File: config.mk
export PLATFORM = sky130hd
export DESIGN_NAME = scanline_reg_writer
export DESIGN_NICKNAME = d
export VERILOG_FILES = /design/src/rtl/srw_pkg.sv /design/src/rtl/srw_pick.sv /design/src/rtl/srw_chan.sv /design/src/rtl/srw_seq.sv /design/src/rtl/scanline_reg_writer.sv
export SDC_FILE = /design/constraint.sdc
export NUM_CORES = 1
export LEC_CHECK = 0
export ABC_AREA = 1
export ABC_CLOCK_PERIOD_IN_PS = 7300
export BUFFER_PORTS_ARGS = -buffer_cell sky130_fd_sc_hd__buf_2
export CAP_MARGIN = 20
export CORE_ASPECT_RATIO = 0.5
export CORE_MARGIN = 2
export CORE_UTILIZATION = 61
export CTS_BUF_LIST = sky130_fd_sc_hd__clkbuf_4
export CTS_CLUSTER_SIZE = 30
export DETAILED_ROUTE_END_ITERATION = 8
export PLACE_DENSITY = 0.85
export RECOVER_POWER = 50
export SLEW_MARGIN = 20
export SYNTH_ARGS = -nofsm -noshare
export SYNTH_HDL_FRONTEND = slang
export SYNTH_HIERARCHICAL = 1
export SYNTH_SLANG_ARGS = --single-unit
File: constraint.sdc
create_clock -name clk_i -period 7.3 [get_ports clk_i]
set_clock_uncertainty 0.05 [all_clocks]
set_input_delay 0.73 -clock clk_i [delete_from_list [all_inputs] [get_ports clk_i]]
set_output_delay 0.73 -clock clk_i [all_outputs]
set_load 0.02 [all_outputs]
File: src/rtl/srw_pkg.sv
package srw_pkg;
  localparam int unsigned ADDR_W   = 24;
  localparam int unsigned OFF_W    = 16;
  localparam int unsigned CNT_W    = 7;
  localparam logic [7:0]  REG_PAGE = 8'h21;

  typedef logic [ADDR_W-1:0] addr_t;

  typedef enum logic [2:0] {
    OP_NONE, OP_BASE, OP_COUNT, OP_BYTE_STEP, OP_WORD_STEP
  } chan_op_e;

  typedef enum logic [2:0] {
    S_IDLE, S_PICK, S_CNT_RD, S_CNT_RSP, S_D0_RD, S_D0_RSP, S_D1_RD, S_D1_RSP
  } seq_state_e;

  // offset advances, bank is kept
  function automatic addr_t addr_add(addr_t a, logic [1:0] inc);
    addr_add = {a[ADDR_W-1:OFF_W], a[OFF_W-1:0] + OFF_W'(inc)};
  endfunction
endpackage

File: src/rtl/srw_pick.sv
module srw_pick #(
  parameter  int unsigned N     = 8,
  localparam int unsigned IDX_W = (N > 1) ? $clog2(N) : 1
) (
  input  logic [N-1:0]     mask_i,
  output logic             any_o,
  output logic [IDX_W-1:0] idx_o
);
  always_comb begin
    any_o = 1'b0;
    idx_o = '0;
    for (int i = N - 1; i >= 0; i--) begin
      if (mask_i[i]) begin
        any_o = 1'b1;
        idx_o = IDX_W'(i);
      end
    end
  end
endmodule

File: src/rtl/srw_chan.sv
module srw_chan
  import srw_pkg::*;
(
  input  logic             clk_i,
  input  logic             rst_ni,
  input  logic             clr_i,
  input  logic             sel_i,
  input  chan_op_e         op_i,
  input  addr_t            base_i,
  input  logic [CNT_W-1:0] cnt_data_i,
  output addr_t            ptr_o,
  output logic [CNT_W-1:0] cnt_o,
  output logic             live_o
);
  addr_t            ptr_q;
  logic [CNT_W-1:0] cnt_q;
  logic             live_q;

  always_ff @(posedge clk_i or negedge rst_ni) begin
    if (!rst_ni) begin
      ptr_q  <= '0;
      cnt_q  <= '0;
      live_q <= 1'b0;
    end else begin
      if (clr_i) live_q <= 1'b0;
      if (sel_i) begin
        unique case (op_i)
          OP_BASE: ptr_q <= base_i;
          OP_COUNT: begin
            cnt_q  <= cnt_data_i;
            live_q <= |cnt_data_i;
            if (|cnt_data_i) ptr_q <= addr_add(ptr_q, 2'd1);
          end
          OP_BYTE_STEP: begin
            ptr_q <= addr_add(ptr_q, 2'd1);
            cnt_q <= cnt_q - 1'b1;
          end
          OP_WORD_STEP: begin
            cnt_q <= cnt_q - 1'b1;
            if (cnt_q == CNT_W'(1)) ptr_q <= addr_add(ptr_q, 2'd2);
          end
          default: ;
        endcase
      end
    end
  end

  assign ptr_o  = ptr_q;
  assign cnt_o  = cnt_q;
  assign live_o = live_q;
endmodule

File: src/rtl/srw_seq.sv
module srw_seq
  import srw_pkg::*;
#(
  parameter  int unsigned N     = 8,
  localparam int unsigned IDX_W = (N > 1) ? $clog2(N) : 1
) (
  input  logic             clk_i,
  input  logic             rst_ni,
  input  logic             frame_start_i,
  input  logic             line_start_i,
  input  logic [N-1:0]     en_mask_i,
  input  logic [N-1:0]     live_i,
  input  addr_t            ptr_i,
  input  logic [CNT_W-1:0] cnt_i,
  input  logic             word_i,
  input  logic [7:0]       rdata_i,
  output logic [IDX_W-1:0] chan_idx_o,
  output chan_op_e         op_o,
  output logic             clr_o,
  output logic             mem_rd_o,
  output addr_t            mem_addr_o,
  output logic             reg_we_o,
  output logic [7:0]       reg_wdata_o,
  output logic             busy_o
);
  seq_state_e       state_q, state_d;
  logic [N-1:0]     pend_q;
  logic             frame_q;
  logic [IDX_W-1:0] idx_q;
  logic             pk_any;
  logic [IDX_W-1:0] pk_idx;
  logic             last;

  srw_pick #(.N(N)) u_pick (
    .mask_i(pend_q),
    .any_o (pk_any),
    .idx_o (pk_idx)
  );

  assign last = (cnt_i == CNT_W'(1));

  always_comb begin
    state_d     = state_q;
    op_o        = OP_NONE;
    chan_idx_o  = idx_q;
    mem_rd_o    = 1'b0;
    mem_addr_o  = ptr_i;
    reg_we_o    = 1'b0;
    reg_wdata_o = rdata_i;
    unique case (state_q)
      S_IDLE: if (frame_start_i || line_start_i) state_d = S_PICK;
      S_PICK: begin
        chan_idx_o = pk_idx;
        if (!pk_any) state_d = S_IDLE;
        else if (frame_q) begin
          op_o    = OP_BASE;
          state_d = S_CNT_RD;
        end else state_d = S_D0_RD;
      end
      S_CNT_RD: begin
        mem_rd_o = 1'b1;
        state_d  = S_CNT_RSP;
      end
      S_CNT_RSP: begin
        op_o    = OP_COUNT;
        state_d = S_PICK;
      end
      S_D0_RD: begin
        mem_rd_o = 1'b1;
        state_d  = S_D0_RSP;
      end
      S_D0_RSP: begin
        reg_we_o = 1'b1;
        if (word_i) state_d = S_D1_RD;
        else begin
          op_o    = OP_BYTE_STEP;
          state_d = last ? S_CNT_RD : S_PICK;
        end
      end
      S_D1_RD: begin
        mem_rd_o   = 1'b1;
        mem_addr_o = addr_add(ptr_i, 2'd1);
        state_d    = S_D1_RSP;
      end
      S_D1_RSP: begin
        reg_we_o = 1'b1;
        op_o     = OP_WORD_STEP;
        state_d  = last ? S_CNT_RD : S_PICK;
      end
      default: state_d = S_IDLE;
    endcase
  end

  assign clr_o  = (state_q == S_IDLE) && frame_start_i;
  assign busy_o = (state_q != S_IDLE);

  always_ff @(posedge clk_i or negedge rst_ni) begin
    if (!rst_ni) begin
      state_q <= S_IDLE;
      pend_q  <= '0;
      frame_q <= 1'b0;
      idx_q   <= '0;
    end else begin
      state_q <= state_d;
      if (state_q == S_IDLE) begin
        if (frame_start_i) begin
          pend_q  <= en_mask_i;
          frame_q <= 1'b1;
        end else if (line_start_i) begin
          pend_q  <= en_mask_i & live_i;
          frame_q <= 1'b0;
        end
      end else if (state_q == S_PICK && pk_any) begin
        idx_q          <= pk_idx;
        pend_q[pk_idx] <= 1'b0;
      end
    end
  end
endmodule

File: src/rtl/scanline_reg_writer.sv
module scanline_reg_writer
  import srw_pkg::*;
#(
  parameter  int unsigned N     = 8,
  localparam int unsigned IDX_W = (N > 1) ? $clog2(N) : 1
) (
  input  logic            clk_i,
  input  logic            rst_ni,
  input  logic            frame_start_i,
  input  logic            line_start_i,
  input  logic [N-1:0]    en_mask_i,
  input  logic [N*8-1:0]  cfg_mode_i,
  input  logic [N*8-1:0]  cfg_dest_i,
  input  logic [N*24-1:0] cfg_base_i,
  output logic            mem_rd_o,
  output logic [23:0]     mem_addr_o,
  input  logic [7:0]      mem_rdata_i,
  output logic            reg_we_o,
  output logic [15:0]     reg_addr_o,
  output logic [7:0]      reg_wdata_o,
  output logic            busy_o
);
  addr_t            ptr_w   [N];
  logic [CNT_W-1:0] cnt_w   [N];
  logic [7:0]       dest_w  [N];
  logic [N-1:0]     word_w;
  logic [N-1:0]     live_w;
  logic [N-1:0]     sel_w;
  logic [IDX_W-1:0] chan_idx;
  chan_op_e         op;
  logic             clr;
  logic             unused_mode;

  assign unused_mode = ^cfg_mode_i;

  for (genvar i = 0; i < N; i++) begin : g_chan
    assign word_w[i] = cfg_mode_i[i*8+1];
    assign dest_w[i] = cfg_dest_i[i*8 +: 8];
    assign sel_w[i]  = (op != OP_NONE) && (chan_idx == IDX_W'(i));

    srw_chan u_chan (
      .clk_i     (clk_i),
      .rst_ni    (rst_ni),
      .clr_i     (clr),
      .sel_i     (sel_w[i]),
      .op_i      (op),
      .base_i    (cfg_base_i[i*24 +: 24]),
      .cnt_data_i(mem_rdata_i[CNT_W-1:0]),
      .ptr_o     (ptr_w[i]),
      .cnt_o     (cnt_w[i]),
      .live_o    (live_w[i])
    );
  end

  srw_seq #(.N(N)) u_seq (
    .clk_i        (clk_i),
    .rst_ni       (rst_ni),
    .frame_start_i(frame_start_i),
    .line_start_i (line_start_i),
    .en_mask_i    (en_mask_i),
    .live_i       (live_w),
    .ptr_i        (ptr_w[chan_idx]),
    .cnt_i        (cnt_w[chan_idx]),
    .word_i       (word_w[chan_idx]),
    .rdata_i      (mem_rdata_i),
    .chan_idx_o   (chan_idx),
    .op_o         (op),
    .clr_o        (clr),
    .mem_rd_o     (mem_rd_o),
    .mem_addr_o   (mem_addr_o),
    .reg_we_o     (reg_we_o),
    .reg_wdata_o  (reg_wdata_o),
    .busy_o       (busy_o)
  );

  assign reg_addr_o = {REG_PAGE, dest_w[chan_idx]};
endmodule

==> results.txt, run 1 <==
Top-Level Pins: 391
Fmax: 0.146 GHz
Maximum number of pins on one net before global-route repair: 139
Pwr Density: 453 mW/mm^2
Die ar.: 0.0405 sq mm
Crit-path max FO: 75
Worst ir drop on vdd: 0.000364 V
Number of enable flip-flop cells after synthesis: 0
TNS Setup: 0 ns
Worst R2R Setup Slack: 1.23 ns
Share of layout cells above drive strength 1: 16.0%
Max_cap viols: 1
Post-Syn Area: 0.0236 sq mm
Chip width: 282 microns
Max-slew violations: 88
Final Net Count: 4,480
Cells after DPL: 4,551
Setup violators final: 0
CP startpoint kind: flop
Area delta synth->final: 9.40%
Global Route Usage Sum: 38.2%
WP data arrival: 6.08 ns
Leakage: 13.8 nW
Fin crit period: 6.86 ns
Syn Inst Count: 3,833
TritonRoute pass-1 iters: 9
Yosys top cell by area: dfrtp_1
Inserted Clock Buffers: 71
Critical path class: flop to output port
Fillers: 3,574
Async SR Flop Fraction: 100%
Starting Density: 62.6%
Critical Path Sink: mem_addr_o[14]
Top cell type's share of synthesized area: 28.7%
Tcrit/Tclk final: 94.0%
CP dominant cell by count: nand2_1
GPL Wtd Cong: 0.981
Clock tree sinks: 271
Worst EP required: 6.52 ns
Status: finished, violations left
Vias: 26,500
Sequential fraction of the synthesis area: 28.7%
Largest stage delay, worst path: 0.78 ns
Crit path launch: u_seq/pend_q[6]$_DFFE_PN0P_
Vias per cell: 5.68
RSZ-0062 raised after global routing: false
Routed len/inst: 16.8 microns
Total wire length: 78.4 mm
CP Cell Sequence: inv_1 -> nand2_1 -> nand2_1 -> nand2_1 -> nand2_1 -> nand2_1 -> a21oi_1 -> inv_1 -> o21ai_4 -> buf_4 -> buf_4 -> nand2_1 -> nand2_1 -> nand2_1 -> nand2_1 -> nand2_1 -> nand2_1 -> nand3_1 -> nor2_1 -> nand4_1 -> nand2_1 -> nand2_1 -> buf_2
Commonest cells post-synth: 1,649 x nand2_1, 304 x nor2_1, 302 x inv_1
I/O Buffers: 324
Fin cells: 4,671
Die Y: 143 microns
Final Hold Vio Count: 0
Worst setup EP type: output port
Hold WC Path Type: input pin to flop
Post-route ant nets: 0
DR iter-0 viols: 3,330
Netlist cell types: 42
Top cells by area in the synthesized netlist: dfrtp_1 29%, nand2_1 26%, nand3_1 6.3%
Core Region: 0.0378 sq mm
Total grt overflow: 0
HPWL Detailed: 56.6 mm
# rows: 50
Synth warnings: 6
Global-route wire length before repair: 122 mm
Initial antenna violation count: 3
Reg clk slew, reported paths: 0.07 ns
Worst r2r src: u_seq/pend_q[6]$_DFFE_PN0P_
Top-count cell post-synth: nand2_1
Residual DRC count: 4
FF-to-FF path depth: 29
Post-synthesis area per instance: 6.17 sq um
FF+latch count, synth: 271
Max-slew headroom: -256%
Area used by multi-input combinational logic: 0.0145 sq mm
Clock Latency Late Sink: 0.76 ns
End-of-flow core utilization: 68.5%
Worst-margin pin slew: 5.34 ns
Storage cell area: 0.00678 sq mm
Root Buffer: clkbuf_4
Clock Tree Buf Depth: 3
Failing checks: design-rule violations, max-capacitance violations, max-slew violations
Synth Flop Type: dfrtp_1
H-tree depth: 3
FF-to-FF End: g_chan[7].u_chan/ptr_o[4]$_DFFE_PN0P_
CTS tree: done
Slowest-stage cell, CP: buf_4
Vias in the first global route: 24,100
## critical path, delay by kind of cell (launching register included)
| kind | cells | cell delay [ns] |
|---|---|---|
| and+or+nand+nor | 16 | 1.93 |
| buffers and inverters | 5 | 1.94 |
| DFF | 1 | 0.40 |
| AOI/OAI and AO/OA | 2 | 0.98 |
## state kept, by name, indices dropped and copies added (netlist names)
signal / flops
g_chan.u_chan/cnt_o: 56
u_seq/idx_q: 3
u_seq/pend_q: 8
g_chan.u_chan/ptr_o: 192
u_seq/frame_q: 1
g_chan.u_chan/live_o: 8
u_seq/state_q: 3
## cell families after synthesis
kind of cell / Yosys count / share of synthesized area (%)
compound gates: 463 / 10.7
xor+xnor: 62 / 2.30
fa+ha+maj: 33 / 1.75
buf+inv: 507 / 10.3
flops: 271 / 28.7
mux: 64 / 3.05
other cells: 2 / 0.0318
simple gates: 2431 / 43.2
## per-stage QoR
| step | worst slack, ns | area (sq um) | total power, mW | hold slack (ns) |
|---|---|---|---|---|
| finish | 0.436 | 25900 | 11.7 | 0.134 |
| detailed placement | 1.44 | 25100 | 10.1 | 0.417 |
| floorplan | 2.83 | 23700 | 8.21 | 0.384 |
| global route | 0.153 | 25900 | 12.6 | 0.105 |
| global placement | 1.54 | 25100 | 9.96 | 0.413 |
| CTS | 0.645 | 25900 | 11.5 | 0.108 |
## worst min-delay path by stage
stage                                     startpoint                                      to  slack [ns]  cells after the start
after floorplan                               rst_ni   g_chan[0].u_chan/cnt_o[0]$_DFFE_PN0P_        0.38                      0
after global placement    u_seq/idx_q[1]$_DFFE_PN0P_              u_seq/idx_q[1]$_DFFE_PN0P_        0.41                      2
after detailed placement  u_seq/idx_q[1]$_DFFE_PN0P_              u_seq/idx_q[1]$_DFFE_PN0P_        0.42                      2
after CTS                             cfg_base_i[44]  g_chan[1].u_chan/ptr_o[20]$_DFFE_PN0P_        0.11                      2
after global routing                  cfg_base_i[92]  g_chan[3].u_chan/ptr_o[20]$_DFFE_PN0P_        0.10                      2
final                                 cfg_base_i[92]  g_chan[3].u_chan/ptr_o[20]$_DFFE_PN0P_        0.13                      2
## report_power, final
| group | internal (mW) | total, mW | switching [mW] |
|---|---|---|---|
| Clock | 0.640 | 1.35 | 0.713 |
| Combinational | 2.16 | 7.49 | 5.33 |
| Sequential | 2.08 | 2.89 | 0.808 |
## cell type report
class / count / share of cell area (%)
clock buffers: 96 / 2.79
inverters: 361 / 5.40
clock inverters: 19 / 0.382
diodes: 2 / 0.0193
well taps: 520 / 2.51
repair buffers: 341 / 6.76
multi-input cells: 3061 / 55.9
flip-flops and latches: 271 / 26.2
## timing repair
item                      in CTS  in global routing
hold buffers                   1                  0
gates resized for setup        0                  0
setup buffers                  0                  0
hold endpoints to repair      85                  0
## placed cells by master (no fill, tap or decap), types with 2 or more instances in the layout
| master | netlist | layout |
|---|---|---|
| buf_4 | 49 | 13 |
| conb_1 | 2 | 8 |
| nand2_1 | 1649 | 1650 |
| inv_1 | 302 | 302 |
| o21ai_1 | 48 | 50 |
| diode_2 | 0 | 2 |
| nand3_4 | 8 | 8 |
| clkbuf_4 | 0 | 96 |
| o22ai_1 | 41 | 41 |
| ha_1 | 33 | 33 |
| nor2_4 | 26 | 27 |
| nor2_2 | 9 | 9 |
| clkbuf_1 | 17 | 9 |
| o21ai_4 | 1 | 2 |
| o21ai_2 | 27 | 28 |
| nand2_2 | 26 | 26 |
| nand3_1 | 298 | 298 |
| inv_4 | 17 | 17 |
| nor4_1 | 8 | 8 |
| o211ai_1 | 8 | 8 |
| nand2_4 | 11 | 10 |
| o2111ai_1 | 8 | 8 |
| and2_0 | 8 | 8 |
| clkinv_1 | 1 | 15 |
| nand3b_1 | 10 | 10 |
| clkbuf_2 | 0 | 2 |
| xor2_1 | 35 | 35 |
| buf_2 | 49 | 315 |
| dfrtp_1 | 271 | 271 |
| inv_2 | 41 | 44 |
| xnor2_1 | 27 | 27 |
| a21oi_1 | 51 | 51 |
| nor2_1 | 304 | 303 |
| nand4_1 | 50 | 50 |
| nor3_1 | 20 | 21 |
| o21ai_0 | 278 | 274 |
| mux2_2 | 64 | 64 |
## layer usage
| layer | vias to the layer above | share of wire, % | track usage [%] |
|---|---|---|---|
| met5 | - | 0.045 | 0 |
| met4 | 2 | 3.9 | 15.7 |
| met3 | 219 | 10 | 7.30 |
| met2 | 1376 | 44 | 60.2 |
| met1 | 12100 | 41 | 51.8 |
| li1 | 12800 | - | - |
(Power assumes the default switching activity.)
==> inputs of run 2 (changes only) <==
--- a/config.mk
+++ b/config.mk
@@ -7,7 +7,7 @@
 export LEC_CHECK = 0
 export ABC_AREA = 1
 export ABC_CLOCK_PERIOD_IN_PS = 7300
-export BUFFER_PORTS_ARGS = -buffer_cell sky130_fd_sc_hd__buf_2
+export BUFFER_PORTS_ARGS = -buffer_cell sky130_fd_sc_hd__clkbuf_2
 export CAP_MARGIN = 20
 export CORE_ASPECT_RATIO = 0.5
 export CORE_MARGIN = 2
==> run 2 against run 1 <==
Against the previous run: the run ends with max-capacitance violations, max-slew violations left; critical path type is now flop to flop; critical path depth rose by 6; non-clock buffer count fell by 3; first-iteration DRC count fell by 13%; register-to-register slack got worse by 0.09 ns; wire length rose by 0.26%; sequential share of layout area barely moved; cell count fell by 0.15%; largest cell class unchanged; combinational power barely moved.
==> results.txt, run 2 (same netlist as run 1, synthesis figures left out) <==
Status: finished, violations left
Failing checks: max-capacitance violations, max-slew violations
Clock Tree Buf Depth: 3 (unchanged)
H-tree depth: 3 (unchanged)
Clock tree sinks: 271 (unchanged)
Reg clk slew, reported paths: 0.07 ns (about the same)
Vias in the first global route: 24,100 (+0.17%)
Chip width: 282 microns (unchanged)
Tot Pwr: 11.7 mW (about the same)
Post-route ant nets: 0 (unchanged)
CP startpoint kind: flop
Final Hold Vio Count: 0 (unchanged)
Critical path class: flop to flop
TNS Setup: 0 ns (unchanged)
Crit-path max FO: 32 (-57%)
Top-Level Pins: 391 (unchanged)
Fin cells: 4,664 (-0.15%)
Hold WC Path Type: input pin to flop
Max-slew headroom: -301% (-45 points)
GPL Wtd Cong: 0.977 (-0.35%)
Setup Fix Bufs, Post-CTS: 0 (unchanged)
Vias: 26,400 (-0.59%)
Hold buffers post-CTS: 0 (-1)
DR iter-0 viols: 2,903 (-13%)
Setup violators final: 0 (unchanged)
Worst-margin pin slew: 6.02 ns (+0.681 ns)
Fillers: 3,539 (-0.98%)
Core Region: 0.0378 sq mm (unchanged)
Leakage: 13.8 nW (+0.34%)
Worst setup EP type: flop
Max-slew violations: 127 (+44%)
Starting Density: 62.6% (unchanged)
Share of layout cells above drive strength 1: 16.1% (+0.027 points)
Cells after DPL: 4,551 (unchanged)
Inserted Clock Buffers: 70 (-1.4%)
Worst EP required: 7.90 ns (+1.38 ns)
WP data arrival: 6.76 ns (+0.68 ns)
Vias per cell: 5.65 (-0.44%)
Tcrit/Tclk final: 84.4% (-9.6 points)
Largest stage delay, worst path: 0.75 ns (-0.03 ns)
Final worst slack: 1.14 ns (+0.702 ns)
CP dominant cell by count: nand2_1
Area delta synth->final: 9.27%
Total grt overflow: 0 (unchanged)
I/O Buffers: 324 (unchanged)
Final Net Count: 4,476 (-0.089%)
Fin crit period: 6.16 ns (-0.702 ns)
# rows: 50 (unchanged)
Commonest non-fill, non-tap cell in the layout: nand2_1
RSZ-0062 raised after global routing: false
Die ar.: 0.0405 sq mm (unchanged)
CTS tree: done
Root Buffer: clkbuf_4
Max_cap viols: 1 (unchanged)
Worst ir drop on vdd: 0.000274 V (-25%)
Clock Latency Late Sink: 0.80 ns (+0.04 ns)
Place WS: 1.25 ns (-0.199 ns)
Total wire length: 78.6 mm (+0.26%)
Initial antenna violation count: 2 (-1)
Pwr Density: 453 mW/mm^2 (about the same)
PostCTS Resize Cnt: 0 (unchanged)
Fmax: 0.162 GHz (+11%)
Maximum number of pins on one net before global-route repair: 147 (+5.8%)
Die Y: 143 microns (unchanged)
Commonest non-fill, non-tap cells in the layout: 1,650 x nand2_1, 315 x clkbuf_2, 303 x nor2_1
Global Route Usage Sum: 38.5% (+0.28 points)
HPWL Detailed: 57.3 mm (+1.1%)
Slowest-stage cell, CP: o21ai_4
TritonRoute pass-1 iters: 8 (-1)
Routed len/inst: 16.8 microns (+0.41%)
Residual DRC count: 0 (-4)
Global-route wire length before repair: 123 mm (+0.26%)
Max FFs per register: 192 (unchanged)
-- run 2: layout make-up --
| type | instances | area, sq um | share of cell area (%) |
|---|---|---|---|
| inverters | 361 | 1400 | 5.41 |
| multi-input cells | 3061 | 14500 | 56.0 |
| repair buffers | 338 | 1750 | 6.78 |
| clock inverters | 12 | 46.3 | 0.179 |
| clock buffers | 99 | 743 | 2.88 |
| flip-flops and latches | 271 | 6780 | 26.2 |
| diodes | 2 | 5.00 | 0.0194 |
| well taps | 520 | 651 | 2.52 |
-- run 2: power by group --
group	switching (mW)	internal (mW)	total, mW
Sequential	0.798	2.08	2.88
Combinational	5.35	2.16	7.51
Clock	0.709	0.617	1.33
-- run 2: path summary, 6_finish.rpt --
kind / slack (ns) / to / cells past startpoint / from
hold reg to reg: 0.45 / u_seq/idx_q[2]$_DFFE_PN0P_ / 2 / u_seq/idx_q[2]$_DFFE_PN0P_
setup / recovery: 1.14 / g_chan[7].u_chan/ptr_o[4]$_DFFE_PN0P_ / 29 / u_seq/pend_q[6]$_DFFE_PN0P_
setup reg to reg: 1.14 / g_chan[7].u_chan/ptr_o[4]$_DFFE_PN0P_ / 29 / u_seq/pend_q[6]$_DFFE_PN0P_
min in group asynchronous: 2.20 / g_chan[1].u_chan/ptr_o[14]$_DFFE_PN0P_ / 1 / rst_ni
max in group asynchronous: 1.54 / g_chan[3].u_chan/ptr_o[1]$_DFFE_PN0P_ / 1 / rst_ni
hold / removal: 0.12 / g_chan[3].u_chan/ptr_o[22]$_DFFE_PN0P_ / 2 / cfg_base_i[94]
-- run 2: critical path, delay by kind of cell, from the launching register on --
kind	cells	cell delay [ns]
simple gates	20	3.03
compound gates	3	1.24
buf+inv	6	1.28
flops	1	0.40
-- run 2: stage by stage --
| stage | area [sq um] | utilization [%] | hold slack, ns |
|---|---|---|---|
| 2_1_floorplan | 23700 | - | 0.384 |
| 3_3_place_gp | 25100 | 66.4 | 0.413 |
| 3_5_place_dp | 25100 | 66.4 | 0.434 |
| 4_1_cts | 25900 | 68.5 | 0.0310 |
| 5_1_grt | 25800 | 68.4 | 0.0820 |
| 6_report | 25800 | 68.4 | 0.117 |
-- run 2: metal layers --
layer	vias up	part of all wire, %	GRT usage (%)
met3	220	11	8.54
met1	12000	41	51.1
met4	0	4.1	17.7
met2	1329	44	60.2
met5	-	0	0
li1	12800	-	-
